===== config.mk =====
export PLATFORM = sky130hd
export DESIGN_NAME = clk_pulse_guard
export DESIGN_NICKNAME = d
export VERILOG_FILES = /design/src/rtl/cpg_pkg.sv /design/src/rtl/cpg_pulse_counter.sv /design/src/rtl/cpg_expect.sv /design/src/rtl/cpg_fsm.sv /design/src/rtl/clk_pulse_guard.sv
export SDC_FILE = /design/constraint.sdc
export NUM_CORES = 1
export LEC_CHECK = 0
export ABC_AREA = 1
export BUFFER_PORTS_ARGS = -buffer_cell sky130_fd_sc_hd__buf_2
export CAP_MARGIN = 20
export CORE_ASPECT_RATIO = 0.9
export CORE_UTILIZATION = 38
export CTS_BUF_LIST = sky130_fd_sc_hd__clkbuf_2 sky130_fd_sc_hd__clkbuf_4 sky130_fd_sc_hd__clkbuf_8
export CTS_CLUSTER_DIAMETER = 80
export DETAILED_ROUTE_END_ITERATION = 10
export SETUP_SLACK_MARGIN = 0.3
export SLEW_MARGIN = 15
export SYNTH_ARGS = -nofsm -noshare
export SYNTH_HDL_FRONTEND = slang
export SYNTH_SLANG_ARGS = --single-unit

===== constraint.sdc =====
create_clock -name clk -period 1.8 [get_ports clk]
set_input_delay 0.18 -clock clk [delete_from_list [all_inputs] [get_ports clk]]
set_output_delay 0.18 -clock clk [all_outputs]
set_load 0.01 [all_outputs]

===== src/rtl/cpg_pkg.sv =====
package cpg_pkg;

    typedef enum logic [2:0] {
        OPK_NONE      = 3'd0,
        OPK_READ      = 3'd1,
        OPK_WRITE     = 3'd2,
        OPK_ERASE     = 3'd3,
        OPK_ERASE_ALL = 3'd4,
        OPK_WRITE_ALL = 3'd5,
        OPK_ENABLE    = 3'd6,
        OPK_DISABLE   = 3'd7
    } opk_e;

    typedef enum logic [1:0] {
        ST_IDLE     = 2'd0,
        ST_COUNTING = 2'd1,
        ST_OVERRUN  = 2'd2
    } gst_e;

endpackage


===== src/rtl/cpg_pulse_counter.sv =====
module cpg_pulse_counter #(
    parameter int CNT_W = 6
) (
    input  logic             clk,
    input  logic             rst_n,
    input  logic             load,
    input  logic             inc,
    input  logic             clear,
    output logic [CNT_W-1:0] count_q,
    output logic [CNT_W-1:0] count_ahead,
    output logic             at_max
);
    localparam logic [CNT_W-1:0] CEIL = '1;
    localparam logic [CNT_W-1:0] ONE  = CNT_W'(1);

    // value including an edge arriving this cycle, never past the ceiling
    always_comb begin
        if (inc && (count_q != CEIL)) begin
            count_ahead = count_q + ONE;
        end else begin
            count_ahead = count_q;
        end
    end

    assign at_max = (count_ahead == CEIL);

    always_ff @(posedge clk or negedge rst_n) begin
        if (!rst_n) begin
            count_q <= '0;
        end else if (clear) begin
            count_q <= '0;
        end else if (load) begin
            count_q <= ONE;
        end else begin
            count_q <= count_ahead;
        end
    end

endmodule


===== src/rtl/cpg_expect.sv =====
module cpg_expect
    import cpg_pkg::*;
#(
    parameter int CNT_W       = 6,
    parameter int OPC_BITS    = 2,
    parameter int ADDR_NARROW = 7,
    parameter int ADDR_WIDE   = 6,
    parameter int DATA_NARROW = 8,
    parameter int DATA_WIDE   = 16
) (
    input  logic [2:0]       op_kind,
    input  logic             org_wide,
    output logic             gated,
    output logic [CNT_W-1:0] exp_count
);
    localparam int HDR          = 1 + OPC_BITS;
    localparam int LEN_ERASE_N  = HDR + ADDR_NARROW;
    localparam int LEN_ERASE_W  = HDR + ADDR_WIDE;
    localparam int LEN_WRITE_N  = LEN_ERASE_N + DATA_NARROW;
    localparam int LEN_WRITE_W  = LEN_ERASE_W + DATA_WIDE;

    localparam logic [CNT_W-1:0] E_N = CNT_W'(LEN_ERASE_N);
    localparam logic [CNT_W-1:0] E_W = CNT_W'(LEN_ERASE_W);
    localparam logic [CNT_W-1:0] W_N = CNT_W'(LEN_WRITE_N);
    localparam logic [CNT_W-1:0] W_W = CNT_W'(LEN_WRITE_W);

    opk_e kind;
    logic [CNT_W-1:0] erase_len;
    logic [CNT_W-1:0] write_len;

    assign kind      = opk_e'(op_kind);
    assign erase_len = org_wide ? E_W : E_N;
    assign write_len = org_wide ? W_W : W_N;

    always_comb begin
        gated     = 1'b0;
        exp_count = '0;
        unique case (kind)
            OPK_WRITE, OPK_WRITE_ALL: begin
                gated     = 1'b1;
                exp_count = write_len;
            end
            OPK_ERASE, OPK_ERASE_ALL: begin
                gated     = 1'b1;
                exp_count = erase_len;
            end
            OPK_NONE, OPK_READ, OPK_ENABLE, OPK_DISABLE: begin
                gated     = 1'b0;
                exp_count = '0;
            end
            default: begin
                gated     = 1'b0;
                exp_count = '0;
            end
        endcase
    end

endmodule


===== src/rtl/cpg_fsm.sv =====
module cpg_fsm
    import cpg_pkg::*;
(
    input  logic clk,
    input  logic rst_n,
    input  logic start_det,
    input  logic sclk_rise,
    input  logic cs_fall,
    input  logic at_max,
    input  logic gated,
    input  logic match,
    output logic cnt_load,
    output logic cnt_inc,
    output logic cnt_clear,
    output logic permit,
    output logic abort
);
    gst_e state_q;
    gst_e state_d;

    // state register
    always_ff @(posedge clk or negedge rst_n) begin
        if (!rst_n) begin
            state_q <= ST_IDLE;
        end else begin
            state_q <= state_d;
        end
    end

    // next state
    always_comb begin
        state_d = state_q;
        unique case (state_q)
            ST_IDLE: begin
                if (start_det && !cs_fall) state_d = ST_COUNTING;
            end
            ST_COUNTING: begin
                if (cs_fall)        state_d = ST_IDLE;
                else if (start_det) state_d = ST_COUNTING;
                else if (at_max)    state_d = ST_OVERRUN;
            end
            ST_OVERRUN: begin
                if (cs_fall)        state_d = ST_IDLE;
                else if (start_det) state_d = ST_COUNTING;
            end
            default: state_d = ST_IDLE;
        endcase
    end

    // outputs
    always_comb begin
        cnt_load  = start_det && !cs_fall;
        cnt_clear = cs_fall;
        cnt_inc   = 1'b0;
        permit    = 1'b0;
        abort     = 1'b0;
        unique case (state_q)
            ST_IDLE: begin
                cnt_inc = 1'b0;
            end
            ST_COUNTING: begin
                cnt_inc = sclk_rise;
                if (cs_fall && gated) begin
                    permit = match;
                    abort  = !match;
                end
            end
            ST_OVERRUN: begin
                cnt_inc = sclk_rise;
                if (cs_fall && gated) begin
                    abort = 1'b1;
                end
            end
            default: begin
                cnt_inc = 1'b0;
            end
        endcase
    end

endmodule


===== src/rtl/clk_pulse_guard.sv =====
module clk_pulse_guard #(
    parameter int CNT_W       = 6,
    parameter int OPC_BITS    = 2,
    parameter int ADDR_NARROW = 7,
    parameter int ADDR_WIDE   = 6,
    parameter int DATA_NARROW = 8,
    parameter int DATA_WIDE   = 16
) (
    input  logic       clk,
    input  logic       rst_n,
    input  logic       start_det,
    input  logic       sclk_rise,
    input  logic       cs_fall,
    input  logic [2:0] op_kind,
    input  logic       org_wide,
    output logic       permit,
    output logic       abort
);
    logic             cnt_load;
    logic             cnt_inc;
    logic             cnt_clear;
    logic             at_max;
    logic             gated;
    logic             match;
    logic [CNT_W-1:0] count_q;
    logic [CNT_W-1:0] count_ahead;
    logic [CNT_W-1:0] exp_count;

    cpg_pulse_counter #(.CNT_W(CNT_W)) u_cnt (
        .clk        (clk),
        .rst_n      (rst_n),
        .load       (cnt_load),
        .inc        (cnt_inc),
        .clear      (cnt_clear),
        .count_q    (count_q),
        .count_ahead(count_ahead),
        .at_max     (at_max)
    );

    cpg_expect #(
        .CNT_W      (CNT_W),
        .OPC_BITS   (OPC_BITS),
        .ADDR_NARROW(ADDR_NARROW),
        .ADDR_WIDE  (ADDR_WIDE),
        .DATA_NARROW(DATA_NARROW),
        .DATA_WIDE  (DATA_WIDE)
    ) u_exp (
        .op_kind  (op_kind),
        .org_wide (org_wide),
        .gated    (gated),
        .exp_count(exp_count)
    );

    assign match = (count_ahead == exp_count);

    cpg_fsm u_fsm (
        .clk      (clk),
        .rst_n    (rst_n),
        .start_det(start_det),
        .sclk_rise(sclk_rise),
        .cs_fall  (cs_fall),
        .at_max   (at_max),
        .gated    (gated),
        .match    (match),
        .cnt_load (cnt_load),
        .cnt_inc  (cnt_inc),
        .cnt_clear(cnt_clear),
        .permit   (permit),
        .abort    (abort)
    );

endmodule


### After elaboration in Yosys (flattened, before gate mapping)

Cells that the tools add are included.

| storage, ports and cells | value |
|---|---|
| register bits | 8 |
| input bits | 9 |
| output and inout port bits | 2 |
| logic and storage cells | 51 |

| cells by class | value |
|---|---|
| $add $sub $neg | 1 |
| eq/ne operators | 15 |
| mux-type cells | 20 |
| reductions and logical operators | 13 |

Operator list:

| kind | number |
|---|---|
| 2-to-1 mux 6 bit | 3 |
| case mux 6 bit (3 select lines) | 1 |
| 2-to-1 mux 2 bit | 7 |
| equality test 3 bit, second input constant | 4 |
| OR reduction 4 bit | 2 |
| adder 6 x 1 -> 6 bit, second input constant | 1 |
| equality test 3 x 2 -> 1 bit, second input constant | 2 |
| equality test 6 bit | 1 |
| equality test 6 bit, second input constant | 1 |
| != test 6 bit, second input constant | 1 |
| case mux 2 bit (3 select lines) | 1 |
| OR reduction 2 bit | 3 |
| 2-to-1 mux 1 bit | 5 |
| 2-to-1 mux 4 bit | 1 |
| != test 4 bit, second input constant | 1 |
| case mux 1 bit (2 select lines) | 2 |
| equality test 3 x 1 -> 1 bit, second input constant | 1 |
| logical AND 1 bit | 3 |
| logical NOT 3 bit | 1 |
| != test 3 bit, second input constant | 1 |
| AND reduction 3 bit | 1 |
| equality test 2 x 1 -> 1 bit, second input constant | 1 |
| equality test 2 bit, second input constant | 1 |
| logical NOT 1 bit | 2 |
| other kinds (2) | 2 |

### Longest topological paths before layout

Gate-level depths: netlist of run 1.

| depth | value |
|---|---|
| word-level depth | 10 |
| mapped depth | 12 |
| gate-level depth less buffers | 12 |

### Cells and area by module

From an unflattened synthesis of run 1, not the netlist that was laid out.

| second synthesis, totals | value |
|---|---|
| cells, all modules | 143 |
| area total of the unflattened synthesis | 875.8 um^2 |

By module, submodules not included:

| module | instances | cells an instance | area each (um^2) |
|---|---|---|---|
| cpg_pulse_counter | 1 | 60 | 424.2 |
| cpg_fsm | 1 | 38 | 255.2 |
| clk_pulse_guard | 1 | 28 | 113.9 |
| cpg_expect | 1 | 17 | 82.6 |

### Least setup slack after synthesis of run 1

Ideal clock, no wire load.

| timing | value |
|---|---|
| kind | reg-to-output |
| from | register u_fsm.state_q[0] |
| to | output port permit |
| data arrival time | 1.644 ns |
| setup slack | -0.024 ns |
| cell stages (with the launch flop) | 12 |
| path buffers | 0 |
| cells stage by stage | dfrtp_1 inv_1 ha_1 nand2_1 clkinv_1 nand3_1 nand2_1 nand3_1 nand2_1 nor2_1 nand3_1 nor2_1 |

| between the ends | value |
|---|---|
| word-level cells in the longest chain between the ends | 8 |
| elaborated cells on any way between the ends | 9 |
| classes of those cells | eq/ne (3); mux (4); reduce/logical (2) |

Ends and longest elaborated chain:

| item | line | source |
|---|---|---|
| from (decl) | cpg_fsm.sv:18 | `gst_e state_q;` |
| from (signal assigned) | cpg_fsm.sv:26 | `state_q <= state_d;` |
| equality test 2 x 1 -> 1 bit or equality test 2 bit (tied branches) | cpg_fsm.sv:57 | `unique case (state_q)` |
| OR reduction 2 bit (no line) | - |  |
| 2-to-1 mux 1 bit | cpg_fsm.sv:57 |  |
| logical AND 1 bit | cpg_pulse_counter.sv:18 | `if (inc && (count_q != CEIL)) begin` |
| 2-to-1 mux 6 bit | cpg_pulse_counter.sv:18 |  |
| equality test 6 bit | clk_pulse_guard.sv:54 | `assign match = (count_ahead == exp_count);` |
| 2-to-1 mux 1 bit | cpg_fsm.sv:63 | `if (cs_fall && gated) begin` |
| 2-to-1 mux 1 bit * | cpg_fsm.sv:57 |  |
| to (decl) | clk_pulse_guard.sv:16 | `output logic permit,` |

Mark *: on every way between the ends. The rest lies on a longest branch, timed or not.

### Worst setup path after layout of run 1

| timing | value |
|---|---|
| from | register u_cnt.count_q[0] |
| to | output port abort |

| between the ends | value |
|---|---|
| word-level cells in the longest chain between the ends | 7 |
| elaborated cells on any way between the ends | 8 |
| classes of those cells | add/sub (1); eq/ne (2); mux (3); reduce/logical (2) |

Ends and longest elaborated chain:

| item | line | source |
|---|---|---|
| from (decl) | cpg_pulse_counter.sv:9 | `output logic [CNT_W-1:0] count_q,` |
| from (signal assigned) | cpg_pulse_counter.sv:35 | `count_q <= count_ahead;` |
| branches (longest 2 deep; another with adder 6 x 1 -> 6 bit) | - |  |
| 2-to-1 mux 6 bit * | cpg_pulse_counter.sv:18 |  |
| equality test 6 bit * | clk_pulse_guard.sv:54 |  |
| logical NOT 1 bit * | cpg_fsm.sv:65 | `abort = !match;` |
| 2-to-1 mux 1 bit * | cpg_fsm.sv:63 |  |
| case mux 1 bit (2 select lines) * | cpg_fsm.sv:57 |  |
| to (decl) | clk_pulse_guard.sv:17 | `output logic abort` |

Every way passes the cells marked *.

==> results.md, run 1 <==
- Fraction of final layout cells with drive strength greater than 1: 0.396
- Vias per std cell: around 4.9
- Worst setup path startpoint: u_cnt.count_q[0]$_DFF_PN0_
- Post-synth net total: between 100 and 150
- Worst slack after detailed placement: -67.9 ps
- Detailed-placement wirelength estimate: about 1.6 mm
- Clock-pin slew on the worst setup and hold paths: 50 ps
- Via count of the first global-routing pass: roughly 780
- TritonCTS clock tree: yes
- Worst skew pair latency: 250 ps
- Kind of launch point of the worst setup path: flop
- Placed cell count: 170
- Max Clock Freq: 0.475 GHz
- Number of instances in the synthesized netlist: approximately 120
- Count of nets left with antenna violations after detail routing: 0
- First drt pass iteration count: 4
- Static leakage: slightly below 0.6 nW
- Pwr/cell area: slightly below 900 nW/um2
- Placement Cell Area: 1020 um2
- Arrival time worst endpoint: around 1900 ps
- Finish-stage setup viols: 3
- Register bit total from synthesis: 8
- Unique cell type count in the Yosys netlist: 23
- Fin area: between 1000 and 1500 um2
- Initial core utilization: 0.414
- Most common cell after layout, fill and taps aside: sky130_fd_sc_hd__nand2_1
- Remaining design rule violation count: 0
- Area of the die: ~2300 um2
- Final Power: approximately 1.0 mW
- Non-filler cells in the finished layout: ~180
- GRT Overall Usage: 0.185
- Sum Neg Setup Slack: -629 ps
- Final period utilization: 1.17
- Max clock buf depth: 2
- Num rows: 15
- Max Clock Skew: 6.81 ps
- Clock buffers created by TritonCTS: 3
- Floorplan Core Area: 1970 um2
- Total number of clock tree sinks: 8
- Crit path capture type: output pin
- Class of the most critical setup path: reg -> out
- Register-to-Register Path Depth: 13
- I/O Pins: 11
- Class of the worst hold path: in -> reg
- Iteration-0 DRC count of the detailed router: 34
- Setup repair after global routing missed its margin: true
- Share of the yosys chip area belonging to registers: 0.245
- Maximum fanout along the worst path: 3
- Total grt overflow: 0
- Synthesis-to-finish area growth: 38.6%
- Synthesized area divided by synthesized cell count: approximately 6.6 um2
- Per-cell routed wire length: ~12 um
- Post-layout worst setup margin: -306 ps
- Yosys warnings: 0
- Headroom to the max-slew limit: 0.850
- H-tree depth reported by CTS: 1
- Count of maximum capacitance violations: 0
- Die boundary width: 50.8 um
- Destination of the worst register-to-register timing path: u_fsm.state_q[0]$_DFFE_PN0P_
- R2r startpoint: u_fsm.state_q[1]$_DFFE_PN0P_
- Result of the run: finished with violations
- Detailed-route via count: between 800 and 900
- Routability congestion estimate: 0.872
- Number of buffers inserted by port buffering: 10
- Utilization after layout: 0.574
- Final max-slew violation count: 0
- Register-to-register setup slack: -70 ps
- Fin nets: 170
- First-pass GRT wire length: between 3 and 4 mm
- Clock tree root driver cell: sky130_fd_sc_hd__clkbuf_4
- Cell area after synthesis: between 800 and 900 um2
- Data required, critical path: 1620 ps
- Violated checks: setup timing
- Shortest clock period the worst path allows after layout: approximately 2100 ps
- Fin Hold WS: roughly 260 ps
- Termination of the worst setup path: abort
- Commonest cells after routing, fill and taps aside: 27 x sky130_fd_sc_hd__nand2_1, 15 x sky130_fd_sc_hd__buf_4, 14 x sky130_fd_sc_hd__inv_1, 14 x sky130_fd_sc_hd__nand3_1, 12 x sky130_fd_sc_hd__nor2_1
- Worst vdd rail ir drop: 545 uV
- Actual slew at the worst max-slew pin: about 220 ps
- Number of antenna violations at the first check in global routing: 0
- Largest net degree at the start of global routing: 11
- Final Routed Wirelength: 2.14 mm
- Final-report hold violation count: 0
- Die Span Y: about 46 um
- Number of diodes: 0
-- cell usage after synthesis --
master | count | area, um2
sky130_fd_sc_hd__inv_2 | 1 | 3.75
sky130_fd_sc_hd__nand2_4 | 1 | 11.3
sky130_fd_sc_hd__o21bai_1 | 1 | 7.51
sky130_fd_sc_hd__a21oi_2 | 2 | 17.5
sky130_fd_sc_hd__o21ai_1 | 1 | 5.00
sky130_fd_sc_hd__a21boi_1 | 1 | 7.51
sky130_fd_sc_hd__nor2_4 | 1 | 11.3
sky130_fd_sc_hd__nand2_1 | 34 | 128
sky130_fd_sc_hd__nand2_2 | 4 | 25.0
sky130_fd_sc_hd__o21bai_4 | 1 | 18.8
sky130_fd_sc_hd__ha_1 | 5 | 62.6
sky130_fd_sc_hd__clkinv_1 | 1 | 3.75
sky130_fd_sc_hd__xnor2_1 | 3 | 26.3
sky130_fd_sc_hd__dfrtp_1 | 8 | 200
sky130_fd_sc_hd__inv_1 | 17 | 63.8
sky130_fd_sc_hd__xor2_1 | 2 | 17.5
sky130_fd_sc_hd__nand4_1 | 3 | 18.8
sky130_fd_sc_hd__a21oi_1 | 1 | 5.00
sky130_fd_sc_hd__nor2_1 | 14 | 52.6
sky130_fd_sc_hd__xor2_2 | 1 | 16.3
sky130_fd_sc_hd__nand3_1 | 20 | 100
sky130_fd_sc_hd__nand3b_1 | 1 | 7.51
sky130_fd_sc_hd__a31oi_1 | 1 | 6.26
-- repair_timing --
| item | CTS | global route |
|---|---|---|
| hold buffers | 1 | 0 |
| setup endpoints to repair | 4 | 5 |
| buffers inserted | 2 | 3 |
| endpoints found under the hold margin | 8 | 0 |
| resized for setup | 5 | 8 |
| pin swaps | 4 | 11 |
-- layout make-up --
cell class | instances | area, um2
inverters | 19 | 76.3
clock buffers | 3 | 22.5
well taps | 25 | 31.3
repair buffers | 27 | 184
multi-input cells | 97 | 617
flip-flops and latches | 8 | 200
fillers | 187 | 840
-- where the power goes --
part	switching (mW)	internal, mW	leakage (nW)
clock network	0.0599	0.0763	0.0138
logic	0.338	0.305	0.458
registers	0.0220	0.203	0.108
total	0.420	0.584	0.579
-- state kept, by name, summed over array words and instances (netlist names) --
register and cells:
u_cnt.count_q 6, u_fsm.state_q 2
-- cell families (layout without fill, tap and decap cells) --
logic type      after synthesis  in the layout  synth area share
compound gates                8              8            0.0828
xor+xnor                      6              6            0.0736
fa+ha+maj                     5              5            0.0767
buf+inv                      19             49            0.0874
flops                         8              8             0.245
simple gates                 78             78             0.434
-- worst min-delay path by stage --
| stage | from | end | slack, ps | cells after the start |
|---|---|---|---|---|
| after detailed placement | rst_n | u_cnt.count_q[3]$_DFF_PN0_ | 30 | 1 |
| after CTS | cs_fall | u_cnt.count_q[0]$_DFF_PN0_ | 260 | 4 |
| after global routing | cs_fall | u_cnt.count_q[0]$_DFF_PN0_ | 290 | 4 |
| after global placement | rst_n | u_cnt.count_q[3]$_DFF_PN0_ | 30 | 1 |
| after floorplan | rst_n | u_cnt.count_q[0]$_DFF_PN0_ | -120 | 0 |
| final | cs_fall | u_cnt.count_q[0]$_DFF_PN0_ | 260 | 4 |
-- layer usage --
| metal | GRT usage | up-vias | part of all wire |
|---|---|---|---|
| met1 | 0.242 | 408 | 0.48 |
| met4 | 0.0444 | 0 | 0.013 |
| met3 | 0.0133 | 4 | 0.031 |
| met2 | 0.336 | 19 | 0.48 |
| li1 | - | 451 | - |
| met5 | 0 | - | 0 |
-- critical path: stages (launching register included) --
cell and delay (ps):
sky130_fd_sc_hd__dfrtp_1 380, sky130_fd_sc_hd__ha_2 210, sky130_fd_sc_hd__buf_4 130, sky130_fd_sc_hd__xnor2_1 170
sky130_fd_sc_hd__nand3_1 140, sky130_fd_sc_hd__nand2_2 100, sky130_fd_sc_hd__nand3_2 80, sky130_fd_sc_hd__nor2_2 100
sky130_fd_sc_hd__nand3_2 110, sky130_fd_sc_hd__nand2_2 80, sky130_fd_sc_hd__a21oi_2 50, sky130_fd_sc_hd__buf_2 130
Note: power is estimated with default switching activity, not from simulation.
==> run 2, diff against run 1 <==
--- a/config.mk
+++ b/config.mk
@@ -5,7 +5,7 @@
 export SDC_FILE = /design/constraint.sdc
 export NUM_CORES = 1
 export LEC_CHECK = 0
-export ABC_AREA = 1
+export ABC_AREA = 0
 export BUFFER_PORTS_ARGS = -buffer_cell sky130_fd_sc_hd__buf_2
 export CAP_MARGIN = 20
 export CORE_ASPECT_RATIO = 0.9
==> constraint.sdc (replaced) <==
create_clock -name clk -period 1.8 [get_ports clk]
set_input_delay 0.18 -clock clk [delete_from_list [all_inputs] [get_ports clk]]
set_output_delay 0.18 -clock clk [all_outputs]
set_load 0.02 [all_outputs]
==> run 2 against run 1 <==
- the flow still finishes with violations (setup timing)
- core utilization rose by 12 points
- power fell by 9.8%
- sequential power fell by 6%
- largest power group unchanged
- via count rose by 1.2%
- design area rose by 19%
==> results.md, run 2 <==
- Result of the run: finished with violations
- Violated checks: setup timing
- Dominant delay contributor by cell family on the critical path: simple AND/OR/NAND/NOR gates
- Total grt overflow: 0
- Number of instances in the synthesized netlist: 90
- Final Routed Wirelength: 2.46 mm
- Number of antenna violations at the first check in global routing: 0
- Clock tree root driver cell: sky130_fd_sc_hd__clkbuf_4
- Initial core utilization: 0.408
- Number of diodes: 0
- Crit path capture type: output pin
- Number of flip-flops in the largest register: 6
- Max Clock Skew: roughly 4.8 ps
- Floorplan Core Area: 1950 um2
- Synthesized area divided by synthesized cell count: 8.84 um2
- Fraction of final layout cells with drive strength greater than 1: 0.551
- Die boundary width: ~50 um
- Routability congestion estimate: ~0.91
- Iteration-0 DRC count of the detailed router: 18
- Gate power share: 0.624
- Clock-pin slew on the worst setup and hold paths: 50 ps
- Total number of clock tree sinks: 8
- Max Clock Freq: about 0.39 GHz
- Actual slew at the worst max-slew pin: roughly 400 ps
- Count of maximum capacitance violations: 0
- Data required, critical path: between 1500 and 2000 ps
- Detailed-route via count: 893
- First-pass GRT wire length: around 3.8 mm
- Detailed-placement wirelength estimate: about 1.9 mm
- Post-layout worst setup margin: -743 ps
- Utilization after layout: 0.692
- Via count of the first global-routing pass: slightly below 900
- Internal cell power: approximately 0.56 mW
- Register bit total from synthesis: 8
- Static leakage: a little under 0.6 nW
- Fin Hold WS: between 150 and 200 ps
- Largest net degree at the start of global routing: 9
- Post-synth net total: ~100
- Num rows: 15
- Kind of launch point of the worst setup path: flop
- Max clock buf depth: 2
- Clock share of power: 0.143
- TritonCTS clock tree: yes
- Cell area after synthesis: around 800 um2
- Yosys top cell area share: 0.252
- Setup repair after global routing missed its margin: true
- Remaining design rule violation count: 0
- Register with the most flip-flops: u_cnt.count_q
- Final period utilization: 1.41
- Worst-path cell with the longest stage delay: sky130_fd_sc_hd__dfrtp_1
- Switching power as a share of total power: 0.377
- Number of enable-type register cells in the synthesized netlist: 0
- Class of the most critical setup path: reg -> out
- CP peak stage delay: between 300 and 400 ps
- Count of nets left with antenna violations after detail routing: 0
- Class of the worst hold path: in -> reg
- Number of buffers inserted by port buffering: 10
- Total of fill cells in the finished design: ~160
- Worst skew pair latency: between 200 and 300 ps
- Finish-stage setup viols: 4
- Arrival time worst endpoint: roughly 2400 ps
- Cell type with the highest aggregate area in the netlist: sky130_fd_sc_hd__dfrtp_1
- First drt pass iteration count: 4
- Die Span Y: between 40 and 50 um
- Final-report hold violation count: 0
- Shortest clock period the worst path allows after layout: ~2500 ps
- Synthesis-to-finish area growth: 69.7%
- Area of the die: between 2000 and 2500 um2
- Largest registers ranked by flip-flop count: u_cnt.count_q: 6 flops, u_fsm.state_q: 2 flops
- Share of the yosys chip area belonging to registers: 0.252
- Vias per std cell: around 5.5
- Fin nets: roughly 150
- Share of flip-flops with an asynchronous set or reset: 1.00
- Sequential fraction of design power: 0.232
- Final max-slew violation count: 0
- Headroom to the max-slew limit: 0.727
- H-tree depth reported by CTS: 1
- Cell breakdown of the critical path: inv_2 -> ha_4 -> nand3_4 -> o21ba_4 -> or3_4 -> a2111oi_4 -> nor4b_4 -> buf_4
- Net Sw Power: 0.341 mW
- Ys flop type: sky130_fd_sc_hd__dfrtp_1
- Per-cell routed wire length: 15.3 um
- Pwr/cell area: between 600 and 700 nW/um2
- Most common cell after layout, fill and taps aside: sky130_fd_sc_hd__buf_4
- Commonest cells post-synth: 8 x sky130_fd_sc_hd__dfrtp_1, 8 x sky130_fd_sc_hd__nor2_1, 7 x sky130_fd_sc_hd__a21oi_1, 7 x sky130_fd_sc_hd__nand3_1, 5 x sky130_fd_sc_hd__ha_1
- Maximum fanout along the worst path: 5
- Largest cells by area after synthesis: sky130_fd_sc_hd__dfrtp_1 25%, sky130_fd_sc_hd__ha_1 7.9%, sky130_fd_sc_hd__xnor3_1 5.7%, sky130_fd_sc_hd__a21oi_1 4.4%, sky130_fd_sc_hd__nand3_1 4.4%
- Clock buffers created by TritonCTS: 3
- I/O Pins: 11
- Crit path buffers/inverters: 2
- Unique cell type count in the Yosys netlist: 42
- Worst vdd rail ir drop: about 790 uV
- Commonest cells after routing, fill and taps aside: 29 x sky130_fd_sc_hd__buf_4, 9 x sky130_fd_sc_hd__buf_2, 8 x sky130_fd_sc_hd__dfrtp_1, 7 x sky130_fd_sc_hd__nor2_1
- GRT Overall Usage: 0.227
- Yosys warnings: 0
-- run 2: changes by cell type after synthesis, moves of 3 or more --
cell                       change
sky130_fd_sc_hd__nor2_1        -6
sky130_fd_sc_hd__nand3_1      -13
sky130_fd_sc_hd__a211oi_1      +3
sky130_fd_sc_hd__xnor2_1       -3
sky130_fd_sc_hd__nor3_1        +4
sky130_fd_sc_hd__inv_1        -15
sky130_fd_sc_hd__nor2b_1       +4
sky130_fd_sc_hd__nand2_2       -4
sky130_fd_sc_hd__a21oi_1       +6
sky130_fd_sc_hd__nand2_1      -30
-- run 2: cell type report --
class                   instances  area, um2  area share
clock buffers                   3       22.5      0.0167
inverters                       2       7.51     0.00556
multi-input cells              79        759       0.563
flip-flops and latches          8        200       0.148
well taps                      25       31.3      0.0232
repair buffers                 44        329       0.244
-- run 2: cells by family after synthesis --
group / after synthesis / share of synthesized area
AOI/OAI and AO/OA: 27 / 0.250
muxes: 1 / 0.0126
and+or+nand+nor: 42 / 0.313
adders and majority gates: 5 / 0.0786
buffers and inverters: 3 / 0.0157
xor gates and xnor gates: 4 / 0.0786
DFF: 8 / 0.252
-- run 2: what timing repair did --
item | in CTS | in global routing
setup buffers | 2 | 2
endpoints found under the hold margin | 8 | 0
hold buffers | 1 | 0
pin swaps | 5 | 3
setup endpoints to repair | 7 | 9
resized for setup | 13 | 11
-- run 2: power by group through the flow --
stage	registers, mW	clock network [mW]	logic (mW)
6_report	0.211	0.130	0.565
2_1_floorplan	0.218	0	0.280
3_5_place_dp	0.213	0	0.443
3_3_place_gp	0.210	0	0.433
4_1_cts	0.211	0.143	0.512
5_1_grt	0.211	0.150	0.595
-- run 2: worst paths after layout --
check | startpoint | endpoint | slack [ps] | depth (start not counted)
worst max register to register | u_fsm.state_q[0]$_DFFE_PN0P_ | u_fsm.state_q[0]$_DFFE_PN0P_ | -120 | 7
max in group asynchronous | rst_n | u_cnt.count_q[2]$_DFF_PN0_ | 1350 | 2
worst min register to register | u_fsm.state_q[0]$_DFFE_PN0P_ | u_fsm.state_q[0]$_DFFE_PN0P_ | 700 | 3
min in group asynchronous | rst_n | u_cnt.count_q[1]$_DFF_PN0_ | 290 | 2
worst min-delay path | cs_fall | u_cnt.count_q[0]$_DFF_PN0_ | 180 | 2
worst max-delay path | u_fsm.state_q[0]$_DFFE_PN0P_ | permit | -740 | 8
-- run 2: stage by stage --
| step | total power, mW | instance area [um2] | worst slack (ps) | instances | TNS (ps) |
|---|---|---|---|---|---|
| after detailed placement | 0.656 | 1170 | -493 | 153 | -971 |
| after CTS | 0.866 | 1280 | -758 | 159 | -1580 |
| after floorplan | 0.497 | 876 | -393 | 90 | -643 |
| final | 0.906 | 1350 | -743 | 161 | -1550 |
| after global placement | 0.642 | 1170 | -411 | 153 | -835 |
| after global routing | 0.956 | 1350 | -835 | 161 | -1850 |
-- run 2: metal layers --
| layer | up-vias | share of wire | track usage |
|---|---|---|---|
| met5 | - | 0 | 0 |
| met4 | 0 | 0.047 | 0.183 |
| met3 | 14 | 0.045 | 0.0400 |
| met2 | 38 | 0.47 | 0.379 |
| met1 | 407 | 0.44 | 0.260 |
| li1 | 434 | - | - |
